`src/rtl/sau_pkg.sv`:
```
package sau_pkg;

    typedef enum logic [2:0] {
        Q_FOLLOW      = 3'd0,
        Q_SET         = 3'd1,
        Q_CLEAR       = 3'd2,
        Q_PULSE       = 3'd3,
        Q_LIMITED     = 3'd4,
        Q_DELAYED     = 3'd5,
        Q_DELAY_STORE = 3'd6,
        Q_INERT       = 3'd7
    } qual_e;

    typedef struct packed {
        logic load;
        logic cancel;
        logic oneshot;
    } tmr_ctl_t;

    typedef struct packed {
        logic set;
        logic clr;
    } store_ctl_t;

    function automatic logic uses_timer(qual_e q);
        return (q == Q_LIMITED) || (q == Q_DELAYED) || (q == Q_DELAY_STORE);
    endfunction

    function automatic logic needs_active(qual_e q);
        return (q == Q_LIMITED) || (q == Q_DELAYED);
    endfunction

endpackage

```
`src/rtl/sau_qual_decode.sv`:
```
module sau_qual_decode
    import sau_pkg::*;
(
    input  logic     scan_tick,
    input  logic     step_active,
    input  logic     step_entry,
    input  qual_e    qual,
    output tmr_ctl_t tmr_ctl,
    output logic     set_on_entry,
    output logic     clr_on_entry
);
    logic entry_scan;

    always_comb begin
        entry_scan          = scan_tick && step_entry;
        tmr_ctl.load        = entry_scan && uses_timer(qual);
        tmr_ctl.cancel      = scan_tick &&
                              ((needs_active(qual) && !step_active) ||
                               (qual == Q_CLEAR && step_entry));
        tmr_ctl.oneshot     = (qual == Q_DELAY_STORE);
        set_on_entry        = entry_scan && (qual == Q_SET);
        clr_on_entry        = entry_scan && (qual == Q_CLEAR);
    end
endmodule

```
`src/rtl/sau_scan_timer.sv`:
```
module sau_scan_timer
    import sau_pkg::*;
#(
    parameter int DUR_W = 16
) (
    input  logic             clk,
    input  logic             rst,
    input  logic             scan_tick,
    input  tmr_ctl_t         ctl,
    input  logic [DUR_W-1:0] dur,
    output logic             live_nz,
    output logic             at_zero
);
    localparam logic [DUR_W-1:0] ONE  = {{(DUR_W-1){1'b0}}, 1'b1};
    localparam logic [DUR_W-1:0] ZERO = '0;

    logic [DUR_W-1:0] rem_q, rem_d;
    logic             run_q, run_d;

    always_comb begin
        rem_d = rem_q;
        run_d = run_q;
        if (scan_tick) begin
            if (ctl.load) begin
                rem_d = dur;
                run_d = 1'b1;
            end else if (ctl.cancel) begin
                run_d = 1'b0;
            end else if (run_q && rem_q != ZERO) begin
                rem_d = rem_q - ONE;
            end
        end
    end

    assign live_nz = scan_tick && run_d && (rem_d != ZERO);
    assign at_zero = scan_tick && run_d && (rem_d == ZERO);

    always_ff @(posedge clk) begin
        if (rst) begin
            rem_q <= ZERO;
            run_q <= 1'b0;
        end else begin
            rem_q <= rem_d;
            run_q <= run_d && !(ctl.oneshot && at_zero);
        end
    end
endmodule

```
`src/rtl/sau_store_latch.sv`:
```
module sau_store_latch
    import sau_pkg::*;
(
    input  logic       clk,
    input  logic       rst,
    input  store_ctl_t ctl,
    output logic       stored_nxt
);
    logic stored_q;

    always_comb begin
        if (ctl.clr)      stored_nxt = 1'b0;
        else if (ctl.set) stored_nxt = 1'b1;
        else              stored_nxt = stored_q;
    end

    always_ff @(posedge clk) begin
        if (rst) stored_q <= 1'b0;
        else     stored_q <= stored_nxt;
    end
endmodule

```
`src/rtl/step_action_unit.sv`:
```
module step_action_unit
    import sau_pkg::*;
#(
    parameter int DUR_W = 16
) (
    input  logic             clk,
    input  logic             rst,
    input  logic             scan_tick,
    input  logic             step_active,
    input  logic             step_entry,
    input  logic [2:0]       qual_sel,
    input  logic [DUR_W-1:0] duration,
    output logic             act_out
);
    qual_e      qual;
    tmr_ctl_t   tmr_ctl;
    store_ctl_t st_ctl;
    logic       set_on_entry, clr_on_entry;
    logic       live_nz, at_zero;
    logic       stored_nxt;
    logic       out_d;

    assign qual = qual_e'(qual_sel);

    sau_qual_decode u_dec (
        .scan_tick    (scan_tick),
        .step_active  (step_active),
        .step_entry   (step_entry),
        .qual         (qual),
        .tmr_ctl      (tmr_ctl),
        .set_on_entry (set_on_entry),
        .clr_on_entry (clr_on_entry)
    );

    sau_scan_timer #(.DUR_W(DUR_W)) u_tmr (
        .clk       (clk),
        .rst       (rst),
        .scan_tick (scan_tick),
        .ctl       (tmr_ctl),
        .dur       (duration),
        .live_nz   (live_nz),
        .at_zero   (at_zero)
    );

    always_comb begin
        st_ctl.clr = clr_on_entry;
        st_ctl.set = set_on_entry || ((qual == Q_DELAY_STORE) && at_zero);
    end

    sau_store_latch u_store (
        .clk        (clk),
        .rst        (rst),
        .ctl        (st_ctl),
        .stored_nxt (stored_nxt)
    );

    always_comb begin
        unique case (qual)
            Q_FOLLOW:      out_d = step_active;
            Q_SET,
            Q_CLEAR,
            Q_DELAY_STORE: out_d = stored_nxt;
            Q_PULSE:       out_d = step_entry;
            Q_LIMITED:     out_d = step_active && live_nz;
            Q_DELAYED:     out_d = step_active && at_zero;
            default:       out_d = 1'b0;
        endcase
    end

    always_ff @(posedge clk) begin
        if (rst)            act_out <= 1'b0;
        else if (scan_tick) act_out <= out_d;
    end
endmodule

```
`config.mk`:
```
export PLATFORM = sky130hd
export DESIGN_NAME = step_action_unit
export DESIGN_NICKNAME = d
export VERILOG_FILES = /design/src/rtl/sau_pkg.sv /design/src/rtl/sau_qual_decode.sv /design/src/rtl/sau_scan_timer.sv /design/src/rtl/sau_store_latch.sv /design/src/rtl/step_action_unit.sv
export SDC_FILE = /design/constraint.sdc
export NUM_CORES = 1
export LEC_CHECK = 0
export ABC_AREA = 1
export BUFFER_PORTS_ARGS = -buffer_cell sky130_fd_sc_hd__buf_2
export CORE_MARGIN = 2
export CORE_UTILIZATION = 45
export DETAILED_ROUTE_END_ITERATION = 7
export GPL_TIMING_DRIVEN = 0
export PLACE_DENSITY_LB_ADDON = 0.2
export SLEW_MARGIN = 10
export SYNTH_ARGS = -nofsm -noshare
export SYNTH_HDL_FRONTEND = slang
export SYNTH_SLANG_ARGS = --single-unit
```
`constraint.sdc`:
```
create_clock -name clk -period 2.53 [get_ports clk]
set_clock_uncertainty 0.1 [all_clocks]
set_input_delay 0.1265 -clock clk [delete_from_list [all_inputs] [get_ports clk]]
set_output_delay 0.1265 -clock clk [all_outputs]
set_load 0.02 [all_outputs]
```
==> impl_results.rst <==
.. list-table::
   :header-rows: 1

   * - Metric
     - Value
   * - Number of DRC markers after the initial detailed-route iteration
     - 95
   * - Worst endpoint data arrival time
     - 2.57 ns
   * - Half-perimeter wire length after detailed placement
     - 3760 µm
   * - Wire length per cell
     - 13.4 µm
   * - Port buffer count
     - 23
   * - Critical Path Sink Type
     - register
   * - Number of cells traversed by the worst hold path
     - 5
   * - Cell at the root of the clock tree
     - clkbuf_8
   * - Count of TritonRoute iterations in the first routing pass
     - 4
   * - Total routing usage reported by global routing
     - between 20 and 25%
   * - Placement Setup Slack
     - 0.0274 ns
   * - Register share of total power
     - a little under a third
   * - Final layout net count
     - 380
   * - Post-synthesis simple-gate area fraction
     - a little over half
   * - Run status
     - complete, no violations
   * - Synth Area in XOR/XNOR
     - less than 1%
   * - Power per cell area
     - 449 nW/µm²
   * - Standard cell core area
     - slightly above 4000 µm²
   * - Layout filler cell count
     - just over 400
   * - Gate count of the mapped netlist
     - 320
   * - Number of maximum-capacitance violations
     - 0
   * - Share of final-layout standard cells stronger than drive strength 1
     - 34.6%
   * - Warnings, synthesis
     - 0
   * - Share of the synthesized area in the top cell type
     - approximately a fifth
   * - F_max
     - about 0.40 GHz
   * - Signed area change from the synthesized netlist to the final layout
     - 24.4%
   * - Post-detailed-route DRC marker count
     - 0
   * - Combinational group share of total power
     - a little under half
   * - Diodes inserted
     - 0
   * - Clock latency at the later pin of the worst-skew pair
     - approximately 0.26 ns
   * - Clock buffer count from CTS
     - 3
   * - Number of global-route vias before repair
     - ~1,800
   * - Internal power consumption
     - about 0.62 mW
   * - Number of ports placed on the die boundary
     - 25
   * - Fin. max-slew vios
     - 0
   * - Static leakage
     - about 1.2 nW
   * - Worst reg-to-reg setup slack
     - about 0.055 ns
   * - Total Die Area
     - about 4800 µm²
   * - Main combinational cell family by area after synthesis
     - simple AND/OR/NAND/NOR gates
   * - CTS tree
     - built
   * - R2r worst-path depth
     - 18
   * - Initial antenna violation count
     - 0
   * - Synthesized-area fraction occupied by ao, oa, aoi and oai cells
     - between 10% and 20%
   * - Last weighted congestion value of the routability-driven placer
     - 0.883
   * - # setup viols final
     - 0
   * - Worst Hold End
     - u_tmr.rem_q[9]
   * - WP data required
     - ~2.6 ns
   * - Number of hold-slack violations in the final timing report
     - 0
   * - Worst voltage drop across the vdd grid
     - approximately 400 µV
   * - Min Clock Period, post-route
     - ~2.5 ns
   * - Startpoint kind of the worst setup timing path
     - register
   * - Share of total power consumed by net switching
     - a little over two fifths
   * - Share of cell area taken by muxes after synthesis
     - 0%
   * - Horiz. Die Dim
     - between 60 and 70 µm
   * - Count of cell types in the netlist
     - 33
   * - Capture instance of the worst register-to-register path
     - act_out
   * - Starting density of the core
     - a little under half
   * - Routed wire length
     - 5380 µm
   * - Launch point of the worst hold path
     - duration[9]
   * - Wire length of the first global-routing pass
     - 8460 µm
   * - Multi-input combinational cell area
     - between 1000 and 1500 µm²
   * - Number of synthesized register bits
     - 19
   * - Sink count of the clock tree
     - 19
   * - Total power
     - 1.07 mW
   * - Clock-pin slew on the worst setup and hold paths
     - about 0.080 ns
   * - Mean number of vias per cell
     - around 5.2
   * - Std-Cell Rows
     - 23
   * - CTS H-tree lvls
     - 1
   * - Die boundary height
     - 69.2 µm
   * - Final period util
     - 97.8%
   * - Transition at the pin with the smallest max-transition slack
     - just under 0.6 ns
   * - Rel. slew slack
     - 61.4%
   * - Unrepaired setup endpoints after global routing
     - yes
   * - Most area-hungry cell type in the Yosys netlist
     - dfxtp_1
   * - Adder-cell share of the synthesized area
     - under 10%
   * - Power dissipated by switching net loads
     - ~0.45 mW
   * - Reg-to-reg startpoint
     - u_tmr.rem_q[4]
   * - Vias
     - approximately 2,100
   * - Seq. cell area
     - approximately 400 µm²
   * - Number of hold buffers added after cts
     - 0
   * - Setup CP Type
     - reg -> reg
   * - Synth top area cells
     - dfxtp_1 (20%), nand2_1 (19%), inv_1 (7.3%), nand3_1 (6.5%), nor2_1 (6.3%)
   * - Sequential element share of the synthesized area
     - around 20%
   * - Remaining global-route overflow
     - 0
   * - Syn_nets
     - 346
   * - Netlist Area Pre-Place
     - roughly 1900 µm²
   * - Average cell area after synthesis
     - about 6 µm²
   * - Maximum clock insertion buffer count
     - 2
   * - Final antenna-violating net count
     - 0
   * - Part of the total power dissipated in the clock network
     - between 20% and 30%
   * - Min-delay worst type
     - in -> reg
   * - Largest net degree at the start of global routing
     - 11
   * - Final setup slack of the worst path
     - approximately 0.055 ns
   * - Maximum net fanout on the critical path
     - 10
==> kinds of logic after synthesis <==
| kind of cell | count (synthesis) |
|---|---|
| fa+ha+maj | 2 |
| xor+xnor | 2 |
| compound gates | 39 |
| buf+inv | 56 |
| simple gates | 202 |
| flops | 19 |
==> cell usage after synthesis <==
library cell,instances
a21oi_1,15
a21oi_2,3
buf_1,1
buf_4,1
buf_6,4
buf_8,1
clkbuf_1,3
clkbuf_4,1
clkinv_1,1
dfxtp_1,19
ha_1,2
inv_1,37
inv_2,6
inv_4,1
nand2_1,97
nand2_2,7
nand2_4,4
nand3_1,25
nand3_2,7
nand3_4,1
nand3b_1,3
nand4_1,8
nor2_1,32
nor2_2,7
nor2_4,4
nor2_8,2
nor3_1,4
nor3_2,1
o21ai_0,11
o21ai_1,9
o31ai_1,1
xnor2_1,1
xor2_1,1
==> power groups by stage <==
stage / combinational, mW / sequential (mW) / clock (mW)
final: 0.503 / 0.338 / 0.225
after floorplan: 0.319 / 0.334 / 0
after global routing: 0.553 / 0.340 / 0.241
after detailed placement: 0.408 / 0.337 / 0
after CTS: 0.409 / 0.331 / 0.230
after global placement: 0.405 / 0.338 / 0
==> layout by cell type, fill, tap and decap left out, types with 3 or more instances in the layout <==
cell	instances
nand3_1	23
nand2_4	4
inv_2	6
buf_6	3
o21ai_1	9
nand2_1	88
dfxtp_2	10
nor3_1	3
a21oi_1	14
dfxtp_1	7
nor2_2	11
nor2_1	21
nor2_4	11
clkbuf_1	4
buf_4	6
clkbuf_8	3
buf_2	23
o21ai_0	11
nand4_1	8
inv_1	35
a21oi_2	4
nand2_2	15
nand3_2	8
nand3b_1	3
inv_4	3
==> final cells by class <==
class,instances,share of cell area [%]
flip-flops and latches,19,16.9
multi-input cells,245,60.0
plain buffers,11,3.95
clock buffers,4,1.90
well taps,50,2.63
inverters,45,7.42
repair buffers,29,7.27
==> state kept, by name, summed over array words and instances, names as in the netlist <==
| signal | count |
|---|---|
| u_tmr.rem_q | 16 |
| act_out | 1 |
| u_store.stored_q | 1 |
| u_tmr.run_q | 1 |
==> per-layer routing <==
metal | up-vias | track usage [%] | routed length (µm)
met5 | - | 0 | 0
met4 | 0 | 4.36 | 65
met3 | 4 | 4.09 | 275
met2 | 48 | 33.4 | 2560
met1 | 972 | 31.2 | 2480
li1 | 1083 | - | -
==> metrics by stage <==
step / cells / TNS [ns] / hold slack (ns) / utilization, % / instance area (µm²)
after floorplan: 320 / 0 / 0.258 / - / 1910
after global placement: 393 / 0 / 0.363 / 51.5 / 2090
after detailed placement: 393 / 0 / 0.370 / 51.5 / 2090
after CTS: 397 / 0 / 0.135 / 52.6 / 2130
after global routing: 403 / -0.0728 / 0.163 / 58.6 / 2380
final: 403 / 0 / 0.131 / 58.6 / 2380
==> critical path: stages, from the launching register on <==
cell and delay, ns:
dfxtp_2 0.37, nor2_4 0.17, nand2_2 0.09, nor2_4 0.12
nand2_4 0.11, buf_8 0.16, nand4_1 0.07, nand3_1 0.09
a21oi_2 0.19, nand2_2 0.11, nor2_2 0.11, nand2_2 0.08
nor2_4 0.15, nand3_2 0.10, nand2_2 0.08, nand3_2 0.06
nand3_2 0.07, nand2_2 0.05, a21oi_2 0.13
==> repair_timing <==
| action | in CTS | in global routing |
|---|---|---|
| setup buffers | 0 | 6 |
| resized for setup | 0 | 58 |
| setup endpoints to repair | 0 | 3 |
| endpoints found under the hold margin | 0 | 0 |
==> how the worst max path moves through the flow <==
stage	start	endpoint	slack, ns
after global placement	u_tmr.rem_q[0]	act_out	0.04
after detailed placement	u_tmr.rem_q[0]	act_out	0.03
after global routing	u_tmr.rem_q[11]	act_out	-0.07
after CTS	u_tmr.rem_q[0]	act_out	0.007
final	u_tmr.rem_q[4]	act_out	0.05
after floorplan	u_tmr.rem_q[0]	act_out	0.38
Note: power is estimated with default switching activity, not from simulation.
